[src/rtl/skew_trim_pkg.sv]
package skew_trim_pkg;
    typedef enum logic [1:0] {
        ST_IDLE,
        ST_SETTLE,
        ST_SAMPLE,
        ST_DONE
    } trim_state_e;

    typedef enum logic {
        PASS_FWD,
        PASS_SWP
    } trim_pass_e;
endpackage

[src/rtl/skew_settle_timer.sv]
module skew_settle_timer #(
    parameter int WAIT_W = 16
) (
    input  logic              clk,
    input  logic              rst_n,
    input  logic              clear,
    input  logic [WAIT_W-1:0] limit,
    output logic              expired
);
    logic [WAIT_W-1:0] cnt_q;

    assign expired = (cnt_q == limit);

    always_ff @(posedge clk or negedge rst_n) begin
        if (!rst_n) begin
            cnt_q <= '0;
        end else if (clear) begin
            cnt_q <= '0;
        end else if (!expired) begin
            cnt_q <= cnt_q + 1'b1;
        end
    end

    // the count never runs past the latched settle length
    p_count_bound_r4: assert property (@(posedge clk) disable iff (!rst_n)
        !clear |-> cnt_q <= limit);
endmodule

[src/rtl/skew_code_avg.sv]
module skew_code_avg #(
    parameter int CODE_W = 6,
    parameter int LANES  = 2
) (
    input  logic [LANES-1:0][CODE_W-1:0] first_pass,
    input  logic [LANES-1:0][CODE_W-1:0] second_pass,
    output logic [LANES-1:0][CODE_W-1:0] mean
);
    localparam int SUM_W = CODE_W + 1;

    for (genvar g = 0; g < LANES; g++) begin : g_lane
        logic [SUM_W-1:0] sum;
        assign sum     = {1'b0, first_pass[g]} + {1'b0, second_pass[g]};
        assign mean[g] = sum[SUM_W-1:1];
    end
endmodule

[src/rtl/skew_trim_ctrl.sv]
module skew_trim_ctrl
    import skew_trim_pkg::*;
#(
    parameter int CODE_W = 6,
    parameter int DAC_W  = 12,
    parameter int WAIT_W = 16
) (
    input  logic              clk,
    input  logic              rst_n,
    input  logic              start,
    input  logic [WAIT_W-1:0] wait_len,
    input  logic              cmp_high,
    output logic              busy,
    output logic              done,
    output logic [CODE_W-1:0] dly_a,
    output logic [CODE_W-1:0] dly_b,
    output logic [DAC_W-1:0]  force_a,
    output logic [DAC_W-1:0]  force_b
);
    localparam logic [CODE_W-1:0] CODE_MID  = CODE_W'(1) << (CODE_W - 1);
    localparam logic [CODE_W-1:0] CODE_TOP  = '1;
    localparam logic [DAC_W-1:0]  DAC_FULL  = '1;

    trim_state_e       state_q, state_d;
    trim_pass_e        pass_q;
    logic              first_q, ref_q;
    logic [CODE_W-1:0] code_a_q, code_b_q;
    logic [CODE_W-1:0] keep_a_q, keep_b_q;
    logic [WAIT_W-1:0] wait_q;
    logic              settle_done;
    logic              ref_eff, up_a, flipped, saturated, pass_end;
    logic [1:0][CODE_W-1:0] mean;

    skew_settle_timer #(.WAIT_W(WAIT_W)) i_timer (
        .clk     (clk),
        .rst_n   (rst_n),
        .clear   (state_q != ST_SETTLE),
        .limit   (wait_q),
        .expired (settle_done)
    );

    skew_code_avg #(.CODE_W(CODE_W), .LANES(2)) i_avg (
        .first_pass  ({keep_b_q, keep_a_q}),
        .second_pass ({code_b_q, code_a_q}),
        .mean        (mean)
    );

    // Sample decision: which word moves, and whether the pass is over
    always_comb begin
        ref_eff   = first_q ? cmp_high : ref_q;
        up_a      = (pass_q == PASS_FWD) ? ref_eff : !ref_eff;
        flipped   = !first_q && (cmp_high != ref_q);
        saturated = up_a ? (code_a_q == CODE_TOP) : (code_b_q == CODE_TOP);
        pass_end  = flipped || saturated;
    end

    // Next-state logic
    always_comb begin
        state_d = state_q;
        unique case (state_q)
            ST_IDLE:   if (start) state_d = ST_SETTLE;
            ST_SETTLE: if (settle_done) state_d = ST_SAMPLE;
            ST_SAMPLE: state_d = (pass_end && pass_q == PASS_SWP) ? ST_DONE : ST_SETTLE;
            ST_DONE:   state_d = ST_IDLE;
            default:   state_d = ST_IDLE;
        endcase
    end

    // State register
    always_ff @(posedge clk or negedge rst_n) begin
        if (!rst_n) state_q <= ST_IDLE;
        else        state_q <= state_d;
    end

    // Pass, sign and delay-word registers
    always_ff @(posedge clk or negedge rst_n) begin
        if (!rst_n) begin
            pass_q   <= PASS_FWD;
            first_q  <= 1'b1;
            ref_q    <= 1'b0;
            code_a_q <= CODE_MID;
            code_b_q <= CODE_MID;
            keep_a_q <= CODE_MID;
            keep_b_q <= CODE_MID;
            wait_q   <= '0;
        end else begin
            unique case (state_q)
                ST_IDLE: begin
                    if (start) begin
                        pass_q   <= PASS_FWD;
                        first_q  <= 1'b1;
                        code_a_q <= CODE_MID;
                        code_b_q <= CODE_MID;
                        wait_q   <= wait_len;
                    end
                end
                ST_SAMPLE: begin
                    if (pass_end) begin
                        first_q <= 1'b1;
                        if (pass_q == PASS_FWD) begin
                            keep_a_q <= code_a_q;
                            keep_b_q <= code_b_q;
                            code_a_q <= CODE_MID;
                            code_b_q <= CODE_MID;
                            pass_q   <= PASS_SWP;
                        end else begin
                            code_a_q <= mean[0];
                            code_b_q <= mean[1];
                        end
                    end else begin
                        first_q <= 1'b0;
                        if (first_q) ref_q <= cmp_high;
                        if (up_a) code_a_q <= code_a_q + 1'b1;
                        else      code_b_q <= code_b_q + 1'b1;
                    end
                end
                default: ;
            endcase
        end
    end

    // Outputs
    always_comb begin
        busy    = (state_q == ST_SETTLE) || (state_q == ST_SAMPLE);
        done    = (state_q == ST_DONE);
        dly_a   = code_a_q;
        dly_b   = code_b_q;
        force_a = (busy && pass_q == PASS_FWD) ? DAC_FULL : '0;
        force_b = (busy && pass_q == PASS_SWP) ? DAC_FULL : '0;
    end

    // exactly one sub-converter held at full scale during a run
    p_force_excl_r2: assert property (@(posedge clk) disable iff (!rst_n)
        busy |-> ($countones({force_a == DAC_FULL, force_b == DAC_FULL}) == 1)
                 && (force_a == '0 || force_b == '0));

    // both forced codes released outside a run
    p_idle_quiet_r2: assert property (@(posedge clk) disable iff (!rst_n)
        !busy |-> (force_a == '0) && (force_b == '0));

    // delay words are frozen while the average settles
    p_hold_settle_r4: assert property (@(posedge clk) disable iff (!rst_n)
        (state_q == ST_SETTLE && $past(state_q) == ST_SETTLE)
        |-> $stable(code_a_q) && $stable(code_b_q));

    // a step inside a pass moves exactly one word by +1
    p_single_step_r5: assert property (@(posedge clk) disable iff (!rst_n)
        (state_q == ST_SETTLE && $past(state_q) == ST_SAMPLE && pass_q == $past(pass_q))
        |-> ((code_a_q - $past(code_a_q) == CODE_W'(1)) && $stable(code_b_q))
         || ((code_b_q - $past(code_b_q) == CODE_W'(1)) && $stable(code_a_q)));

    // done is a single-cycle pulse followed by idle
    p_done_pulse_r8: assert property (@(posedge clk) disable iff (!rst_n)
        done |=> !done && !busy);
endmodule

[config.mk]
export PLATFORM = sky130hd
export DESIGN_NAME = skew_trim_ctrl
export DESIGN_NICKNAME = d
export VERILOG_FILES = /design/src/rtl/skew_trim_pkg.sv /design/src/rtl/skew_settle_timer.sv /design/src/rtl/skew_code_avg.sv /design/src/rtl/skew_trim_ctrl.sv
export SDC_FILE = /design/constraint.sdc
export NUM_CORES = 1
export LEC_CHECK = 0
export BUFFER_PORTS_ARGS = -buffer_cell sky130_fd_sc_hd__buf_2
export CORE_MARGIN = 8
export CORE_UTILIZATION = 45
export CTS_CLUSTER_SIZE = 12
export DETAILED_ROUTE_END_ITERATION = 16
export HOLD_SLACK_MARGIN = 0.12
export PLACE_DENSITY = 0.69
export RECOVER_POWER = 50
export SLEW_MARGIN = 20
export SYNTH_ARGS = -nofsm -noshare
export SYNTH_HDL_FRONTEND = slang
export SYNTH_SLANG_ARGS = --single-unit
[constraint.sdc]
create_clock -name clk -period 2.4 [get_ports clk]
set_input_delay 0.24 -clock clk [delete_from_list [all_inputs] [get_ports clk]]
set_output_delay 0.24 -clock clk [all_outputs]
set_load 0.05 [all_outputs]
==> impl.org, run 1 <==
** Drt
- After detailed routing, the average wire length per cell comes to 15.24 um.
- Summing over every cut layer, the via total after detailed routing is 2792.
- Iteration count of the initial detailed-routing pass :: 4
- In the routed layout, each cell is associated on average with a via count of 5.268.
- Routed wire length :: 8076 um
- For this block, the initial DRC count from the detailed router was 82.
- In this run the remaining antenna-violating nets after routing total 0.
- # DRC :: 0

** STA
- Worst slack on hold paths :: 0.1358 ns
- Headroom to the max-slew limit :: -0.05188%
- The clock period could shrink to 2.334 ns.
- Final setup vio count :: 0
- For the final database, setup skew stands at 0.007984 ns.
- Unrepaired setup endpoints after global routing :: yes
- Setup slack of the critical path after layout :: 0.06629 ns
- Derived from the worst setup path, the maximum achievable clock frequency is 0.4285 GHz.
- The number of pins with negative max-slew slack in the final report was 61.
- The hold violation total from the final report was 0.
- Dividing the final minimum period by the clock period gives 97.24%.
- Slew at the pin with the worst max-slew slack :: 1.501 ns

** Global routing
- Vias in the first global route :: 2817
- Maximum number of pins on one net before global-route repair :: 62
- Global-route wire length before repair :: 13250 um
- The total overflow left after global routing is 0.
- Number of antenna violations at the first check in global routing :: 0
- For this run, the total global-route usage over all layers was measured as 14.34%.

** Die
- The die is 106.9 um tall.
- Initial Util :: 45.73%
- Core box area :: 0.008134 mm2
- The die covers 0.01143 mm2.
- Chip Width :: 106.9 um
- Pin placement for this block handled 58 I/O pins.
- Row count :: 33

** Cells and area
- After filler insertion, the fill cell instance count of the layout stands at 739.
- Fraction of final layout cells sized beyond drive strength 1 :: 30.59%
- 0 antenna diodes ended up in the layout.
- The area growth from synthesis to layout is 18.30%.
- Final Net Count :: 460
- Leaving out fill and tap cells, the most frequent cell in the layout is dfrtp_1.
- Area of the multi-input gates :: 0.001967 mm2
- After routing the design area is 0.004400 mm2.
- Total area of sequential cells :: 0.001533 mm2
- The top cell types in the final layout, fill and taps aside, are 56 x dfrtp_1, 46 x buf_2, 28 x xnor2_1.
- The finished layout holds 530 standard cells, fillers aside.

** Pwr
- Maximum VDD drop :: 0.9287 mV
- Pwr dens :: 1448 mW/mm2
- Leakage power total :: 0.002043 uW

** Run
- Max-cap violations :: 1

** Critical path
- The largest single stage delay on the critical path is 0.59 ns.
- Of all nets on the critical path, the largest fanout is 7.
- The most numerous cell type found on the critical path is mux2i_4.
- At the worst endpoint, the arrival time is 2.55 ns.
- STA classifies the critical path endpoint as a flop.
- Walking the worst path, the cells encountered are mux2i_4, xor2_2, mux2i_4, buf_4, or2_4, o21ai_0, a221o_1.
- Reg2Reg Depth :: 7
- The worst setup path is launched from a flop.
- Worst Path Buf+Inv :: 1
- The cell family contributing the most delay on the critical path is multiplexers.
- Required @ worst endpoint :: 2.62 ns
- The critical path in this run is classified as flop to flop.
- Critical-path cell with the highest stage delay :: dfstp_2
- Crit path depth :: 7

** Place
- Number of port buffers :: 57
- Final GP Congestion :: 0.8273
- Before CTS, the worst setup slack after placement is 0.04479 ns.
- Counting tap cells, the placed design contains a total of 499 instances.
- Total cell area at the placement stage :: 0.004081 mm2
- The wire-length estimate of the detail-placed layout is 5966 um.

** Yosys
- Synthesis inferred 61 register bits.
- Gate count after technology mapping :: 349
- Syn_nets :: 389
- The synthesized design devotes to its leading area cell type 37.67% of total area.
- In this run the cell area of the synthesized design comes to 0.003720 mm2.
- Of the synthesized area, sequential elements account for 41.20%.
- Of all flip-flops after synthesis, the portion carrying an async set or reset was 100.0%.
- Average size of a mapped cell :: 10.66 um2
- Largest cells by area after synthesis :: dfrtp_1 38%, mux2_2 8.2%, xnor2_1 6.6%, ha_1 6.1%, buf_4 4.6%
- For this run, the leading register cell type out of synthesis is dfrtp_1.
- Post-synthesis cell type with the largest combined area :: dfrtp_1
- Synthesis instantiated 52 different standard cells from the library.
- Counting flops with a built-in enable in the synthesized netlist gives 0.
- Warnings from Yosys :: 0

** Status
- Violated checks :: capacitance limit, slew limit
- The run finished, with violations left.

** Worst hold path
- The worst hold path passes through 2 cells.
- Path category of the worst min-delay check :: input pin to flop

** Clock network
- The tree is rooted in a clkbuf_8.
- Number of sinks handled by clock tree synthesis :: 61
- The longest clock path from root to sink contains 2 buffers.
- Clock slew at reported path FFs :: 0.07 ns
- The H-tree generated during clock tree synthesis spans 3 levels.
- Buffers inserted during clock tree synthesis total 9.
- CTS tree :: yes
- The clock reaches the later pin of the worst-skew pair after 0.34 ns.
==> flip-flops by register name, indices dropped and copies added (netlist names) <==
register / flops
dly_a: 6
dly_b: 6
first_q: 1
i_timer.cnt_q: 16
keep_a_q: 6
keep_b_q: 6
pass_q: 1
ref_q: 1
state_q: 2
wait_q: 16
==> kinds of logic (layout without fill, tap and decap cells) <==
kind of cell / after synthesis / after routing / share of synthesized area (%)
buffers and inverters: 43 / 119 / 6.929
xor gates and xnor gates: 33 / 33 / 7.972
and+or+nand+nor: 91 / 91 / 13.42
DFF: 61 / 61 / 41.20
muxes: 40 / 40 / 11.77
adders and majority gates: 20 / 20 / 7.131
AOI/OAI and AO/OA: 61 / 61 / 11.57
==> per-stage QoR <==
step | setup TNS (ns) | total power, uW | util (%)
detailed placement | 0 | 5512 | 50.18
global route | -0.04708 | 6748 | 54.10
CTS | 0 | 6354 | 52.84
finish | 0 | 6371 | 54.10
floorplan | 0 | 4979 | -
global placement | 0 | 5437 | 50.18
==> routing by layer <==
layer	global-route usage, %	part of all wire, %	wire [um]
met5	0	0	0
met4	4.322	0.97	78
met3	4.139	4.0	326
met2	26.33	54	4382
met1	15.50	41	3289
==> cell usage after synthesis, types with 2 or more instances <==
master	instances
dfrtp_1	56
xnor2_1	28
mux2_2	27
buf_4	23
nand2_1	19
ha_1	18
nor2_1	16
o21ai_0	13
mux2i_1	12
nand2b_1	12
inv_1	11
nand4_1	10
a21oi_1	9
and3_1	9
nand3_1	6
nor2b_1	6
a22o_1	5
clkbuf_1	5
dfstp_2	5
o21a_1	5
nor3_1	4
xor2_1	4
a21o_1	3
o211ai_1	3
o221ai_1	3
o22ai_1	3
a2bb2oi_1	2
a31o_2	2
a31oi_1	2
and2_1	2
buf_2	2
fa_1	2
nor4_1	2
o32ai_1	2
==> path summary, 6_finish.rpt <==
| path | endpoint | slack (ns) | startpoint |
|---|---|---|---|
| worst max-delay path | dly_a[4]$_DFFE_PN0P_ | 0.07 | first_q$_DFFE_PN1P_ |
| worst min-delay path | wait_q[13]$_DFFE_PN0P_ | 0.14 | wait_len[13] |
| worst max register to register | dly_a[4]$_DFFE_PN0P_ | 0.07 | first_q$_DFFE_PN1P_ |
| worst min register to register | keep_b_q[2]$_DFFE_PN0P_ | 0.51 | keep_b_q[2]$_DFFE_PN0P_ |
| max in group asynchronous | state_q[0]$_DFFE_PN0P_ | 0.61 | rst_n |
| min in group asynchronous | wait_q[12]$_DFFE_PN0P_ | 0.90 | rst_n |
==> area by class of cell <==
cell class              instances  area share, %
clock buffers                  10          3.128
flip-flops and latches         61          34.83
well taps                     105          2.985
multi-input cells             245          44.70
inverters                      12          1.024
clock inverters                 6         0.8814
repair buffers                 91          12.45
==> power breakdown <==
part           switching, uW  internal, uW
clock network            418           398
registers                280          1370
logic                   2650          1260
total                   3350          3020
==> timing repair <==
item                                   CTS  global route
resized for setup                        0             5
hold buffers                             4             7
buffers inserted                         0             4
setup endpoints to repair                0             9
endpoints found under the hold margin   59             7
No activity file was read; power rests on OpenSTA's default activity.
==> inputs of run 2 (changes only) <==
--- a/config.mk
+++ b/config.mk
@@ -13,6 +13,7 @@
 export HOLD_SLACK_MARGIN = 0.12
 export PLACE_DENSITY = 0.69
 export RECOVER_POWER = 50
+export REMOVE_ABC_BUFFERS = 1
 export SLEW_MARGIN = 20
 export SYNTH_ARGS = -nofsm -noshare
 export SYNTH_HDL_FRONTEND = slang
==> constraint.sdc (replaced) <==
create_clock -name clk -period 2.4 [get_ports clk]
set_input_delay 0.24 -clock clk [delete_from_list [all_inputs] [get_ports clk]]
set_output_delay 0.24 -clock clk [all_outputs]
set_load 0.005 [all_outputs]
==> impl.org, run 2 (same netlist as run 1, synthesis figures left out) <==
** Drt
- Routed length per placed instance :: 15.50 um (was 15.24 um)
- Iteration-0 DRC count of the detailed router :: 69 (was 82)
- The number of design rule violations left after detail routing is 0 (unchanged).
- Routed wire length :: 8184 um (was 8076 um)
- Iteration count of the initial detailed-routing pass :: 6 (was 4)
- Via density :: 5.311 (was 5.268)
- The number of nets still failing antenna checks after routing is 0 (unchanged).
- The number of vias after detailed routing was 2804 (was 2792).

** STA
- Slew at the pin with the worst max-slew slack :: 1.086 ns (was 1.501 ns)
- The share of the clock period used by the worst path came to 99.18% (was 97.24%).
- Final hold violation count :: 0 (unchanged)
- Maximum operating frequency :: 0.4201 GHz (was 0.4285 GHz)
- The minimum setup slack in the final design is 0.01974 ns (was 0.06629 ns).
- Number of slew-limit violations in the final report :: 0 (was 61)
- Unrepaired setup endpoints after global routing :: yes (unchanged)
- Shortest period the worst path allows :: 2.380 ns (was 2.334 ns)
- The final worst clock skew was 0.008544 ns (was 0.007984 ns).
- The final number of setup-violating endpoints is 0 (unchanged).
- Headroom to the max-slew limit :: 27.58% (was -0.05188%)

** Worst hold path
- The start point of the worst hold path is wait_len[4] (was wait_len[13]).
- Path category of the worst min-delay check :: input pin to flop (unchanged)

** Die
- The core outline area is 0.008134 mm2 (unchanged).
- Die height :: 106.9 um (unchanged)
- The floorplan die width came to 106.9 um (unchanged).
- The number of I/O pins came to 58 (unchanged).
- The die area came to 0.01143 mm2 (unchanged).
- Initial Util :: 45.73% (unchanged)
- The number of rows in the core area was 33 (unchanged).

** Clock network
- Clock Tree Root :: clkbuf_8 (unchanged)
- The clock slew at the register clock pins of the worst setup and hold paths was 0.07 ns (about the same).
- Number of sinks handled by clock tree synthesis :: 61 (unchanged)
- Maximum number of buffers from clock root to sink :: 2 (unchanged)
- Clock latency on the worst-skew pair :: 0.34 ns (about the same)
- Total clock buffers created by CTS :: 9 (unchanged)
- CTS tree :: yes (unchanged)
- Count of H-tree levels built during CTS :: 3 (unchanged)

** Pwr
- The reported net switching power came to 1959 uW (was 3348 uW).
- The logic gate share of total power is 49.4% (was 61.3%).
- The switching share of power came to 38.69% (was 52.54%).
- Leakage power total :: 0.002046 uW (was 0.002043 uW)
- The internal power component is 3104 uW (was 3023 uW).
- The maximum VDD drop came to 0.7867 mV (was 0.9287 mV).
- The clock group share of total power was 18.1% (was 12.8%).
- The part of the total power dissipated in sequential elements was 32.5% (was 25.9%).
- Pwr dens :: 1160 mW/mm2 (was 1448 mW/mm2)

** Critical path
- The kind of launch point of the worst setup path was a flop (unchanged).
- The arrival time at the worst endpoint is 2.61 ns (was 2.55 ns).
- The beginning of the critical path is first_q$_DFFE_PN1P_ (unchanged).
- The worst-path maximum fanout was 6 (was 7).
- Required @ worst endpoint :: 2.63 ns (was 2.62 ns)
- Worst-path cell chain: mux2i_2, xor2_2, mux2i_4, nor2_4, nor3_4, buf_6, mux2_2 (was mux2i_4, xor2_2, mux2i_4, buf_4, or2_4, o21ai_0, a221o_1).
- The category of the critical setup timing path was flop to flop (unchanged).
- RR Startpoint :: first_q$_DFFE_PN1P_ (unchanged)
- The endpoint class of the critical path is a flop (unchanged).
- Critical-path cell with the highest stage delay :: dfstp_2 (unchanged)
- CP max stage delay :: 0.57 ns (was 0.59 ns)

** Cells and area
- Area growth, synth to finish :: 17.36% (was 18.30%)
- The fraction of final layout cells sized beyond drive strength 1 was 30.57% (was 30.59%).
- The most common cell after layout, fill and taps aside is dfrtp_1 (unchanged).
- Largest registers :: i_timer.cnt_q x16, wait_q x16 (unchanged)
- The core utilization of the finished layout was 53.67% (was 54.10%).
- Highest-count cells in the layout ignoring fill and taps :: 56 x dfrtp_1, 53 x buf_2, 28 x xnor2_1 (was 56 x dfrtp_1, 46 x buf_2, 28 x xnor2_1)
- The number of filler cells placed in the layout is 721 (was 739).
- The number of nets at the end of the flow came to 457 (was 460).

** Global routing
- The initial antenna violation count was 1 (was 0).
- The total congestion overflow was 0 (unchanged).
- GRT Util Overall :: 15.08% (was 14.34%)
- The first-pass GRT wire length came to 13860 um (was 13250 um).
- The number of global-route vias before repair is 3023 (was 2817).
- Maximum number of pins on one net before global-route repair :: 24 (was 62)

** Place
- The half-perimeter wire length after placement came to 5982 um (was 5966 um).
- Final GP Congestion :: 0.8524 (was 0.8273)
- Number of port buffers :: 57 (unchanged)
- The worst setup timing slack at the placement stage was 0.004890 ns (was 0.04479 ns).

** Run
- The max capacitance violation total was 0 (was 1).

** Status
- Status: completed (was complete, but fails checks).
==> run 2: cell types whose count changed in the layout (fill, tap and decap cells not counted), sizes merged <==
cell | before | now
buf | 67 | 71
bufinv | 0 | 1
clkbuf | 23 | 26
clkinv | 5 | 2
clkinvlp | 2 | 0
diode | 0 | 1
dlygate4sd3 | 11 | 5
==> run 2: path summary, 6_finish.rpt <==
path                       slack (ns)  depth (start not counted)                             to
max                              0.02                          7        keep_a_q[0]$_DFFE_PN0P_
min reg2reg                      0.51                          1        keep_a_q[0]$_DFFE_PN0P_
min in group asynchronous        0.62                          2         wait_q[14]$_DFFE_PN0P_
max in group asynchronous        0.58                          3  i_timer.cnt_q[14]$_DFFE_PN0P_
max reg2reg                      0.02                          7        keep_a_q[0]$_DFFE_PN0P_
min                              0.13                          2          wait_q[4]$_DFFE_PN0P_
==> run 2: power groups by stage <==
stage,Combinational (uW),Sequential (uW),Clock (uW)
floorplan,1520,1640,0
global placement,2410,1650,0
detailed placement,2470,1660,0
CTS,2510,1650,932
global route,2780,1690,983
finish,2500,1650,917
==> run 2: metal layers <==
metal	wire, um	up-vias	GRT usage (%)
li1	-	1353	-
met1	3802	1364	18.24
met2	3913	71	24.64
met3	286	16	3.779
met4	182	0	7.136
met5	0	-	0
==> run 2: area by class of cell <==
class                   count  area, um2  area share [%]
diodes                      1      2.502         0.05732
clock buffers              14      152.6           3.497
clock inverters             2      35.03          0.8025
inverters                  12      45.04           1.032
multi-input cells         245       1959           44.88
flip-flops and latches     61       1533           35.11
well taps                 105      131.4           3.009
repair buffers             88      506.7           11.61
==> run 2: timing repair <==
item / CTS / global route
cloned: 0 / 0
pin swaps: 0 / 3
hold buffers: 5 / 0
endpoints found under the setup margin: 5 / 12
resized for setup: 1 / 7
setup buffers: 0 / 6
endpoints found under the hold margin: 19 / 0
==> run 2: worst max-delay path: cells and delay by family (launching register included) <==
family | cells | cell delay [ns]
buffers and inverters | 1 | 0.16
XOR/XNOR | 1 | 0.25
AND/OR/NAND/NOR | 2 | 0.31
flip-flops | 1 | 0.57
multiplexers | 3 | 0.97
==> run 2: stage by stage <==
stage	std cells	total power [uW]	setup TNS [ns]	cell area (um2)	hold WS (ns)
after floorplan	318	3161	-1.809	3507	-0.05559
after global placement	500	4066	0	4074	0.1984
after detailed placement	500	4136	0	4074	0.2135
after CTS	521	5089	0	4320	0.1201
after global routing	528	5462	-0.2921	4365	0.1180
final	528	5062	0	4365	0.1299
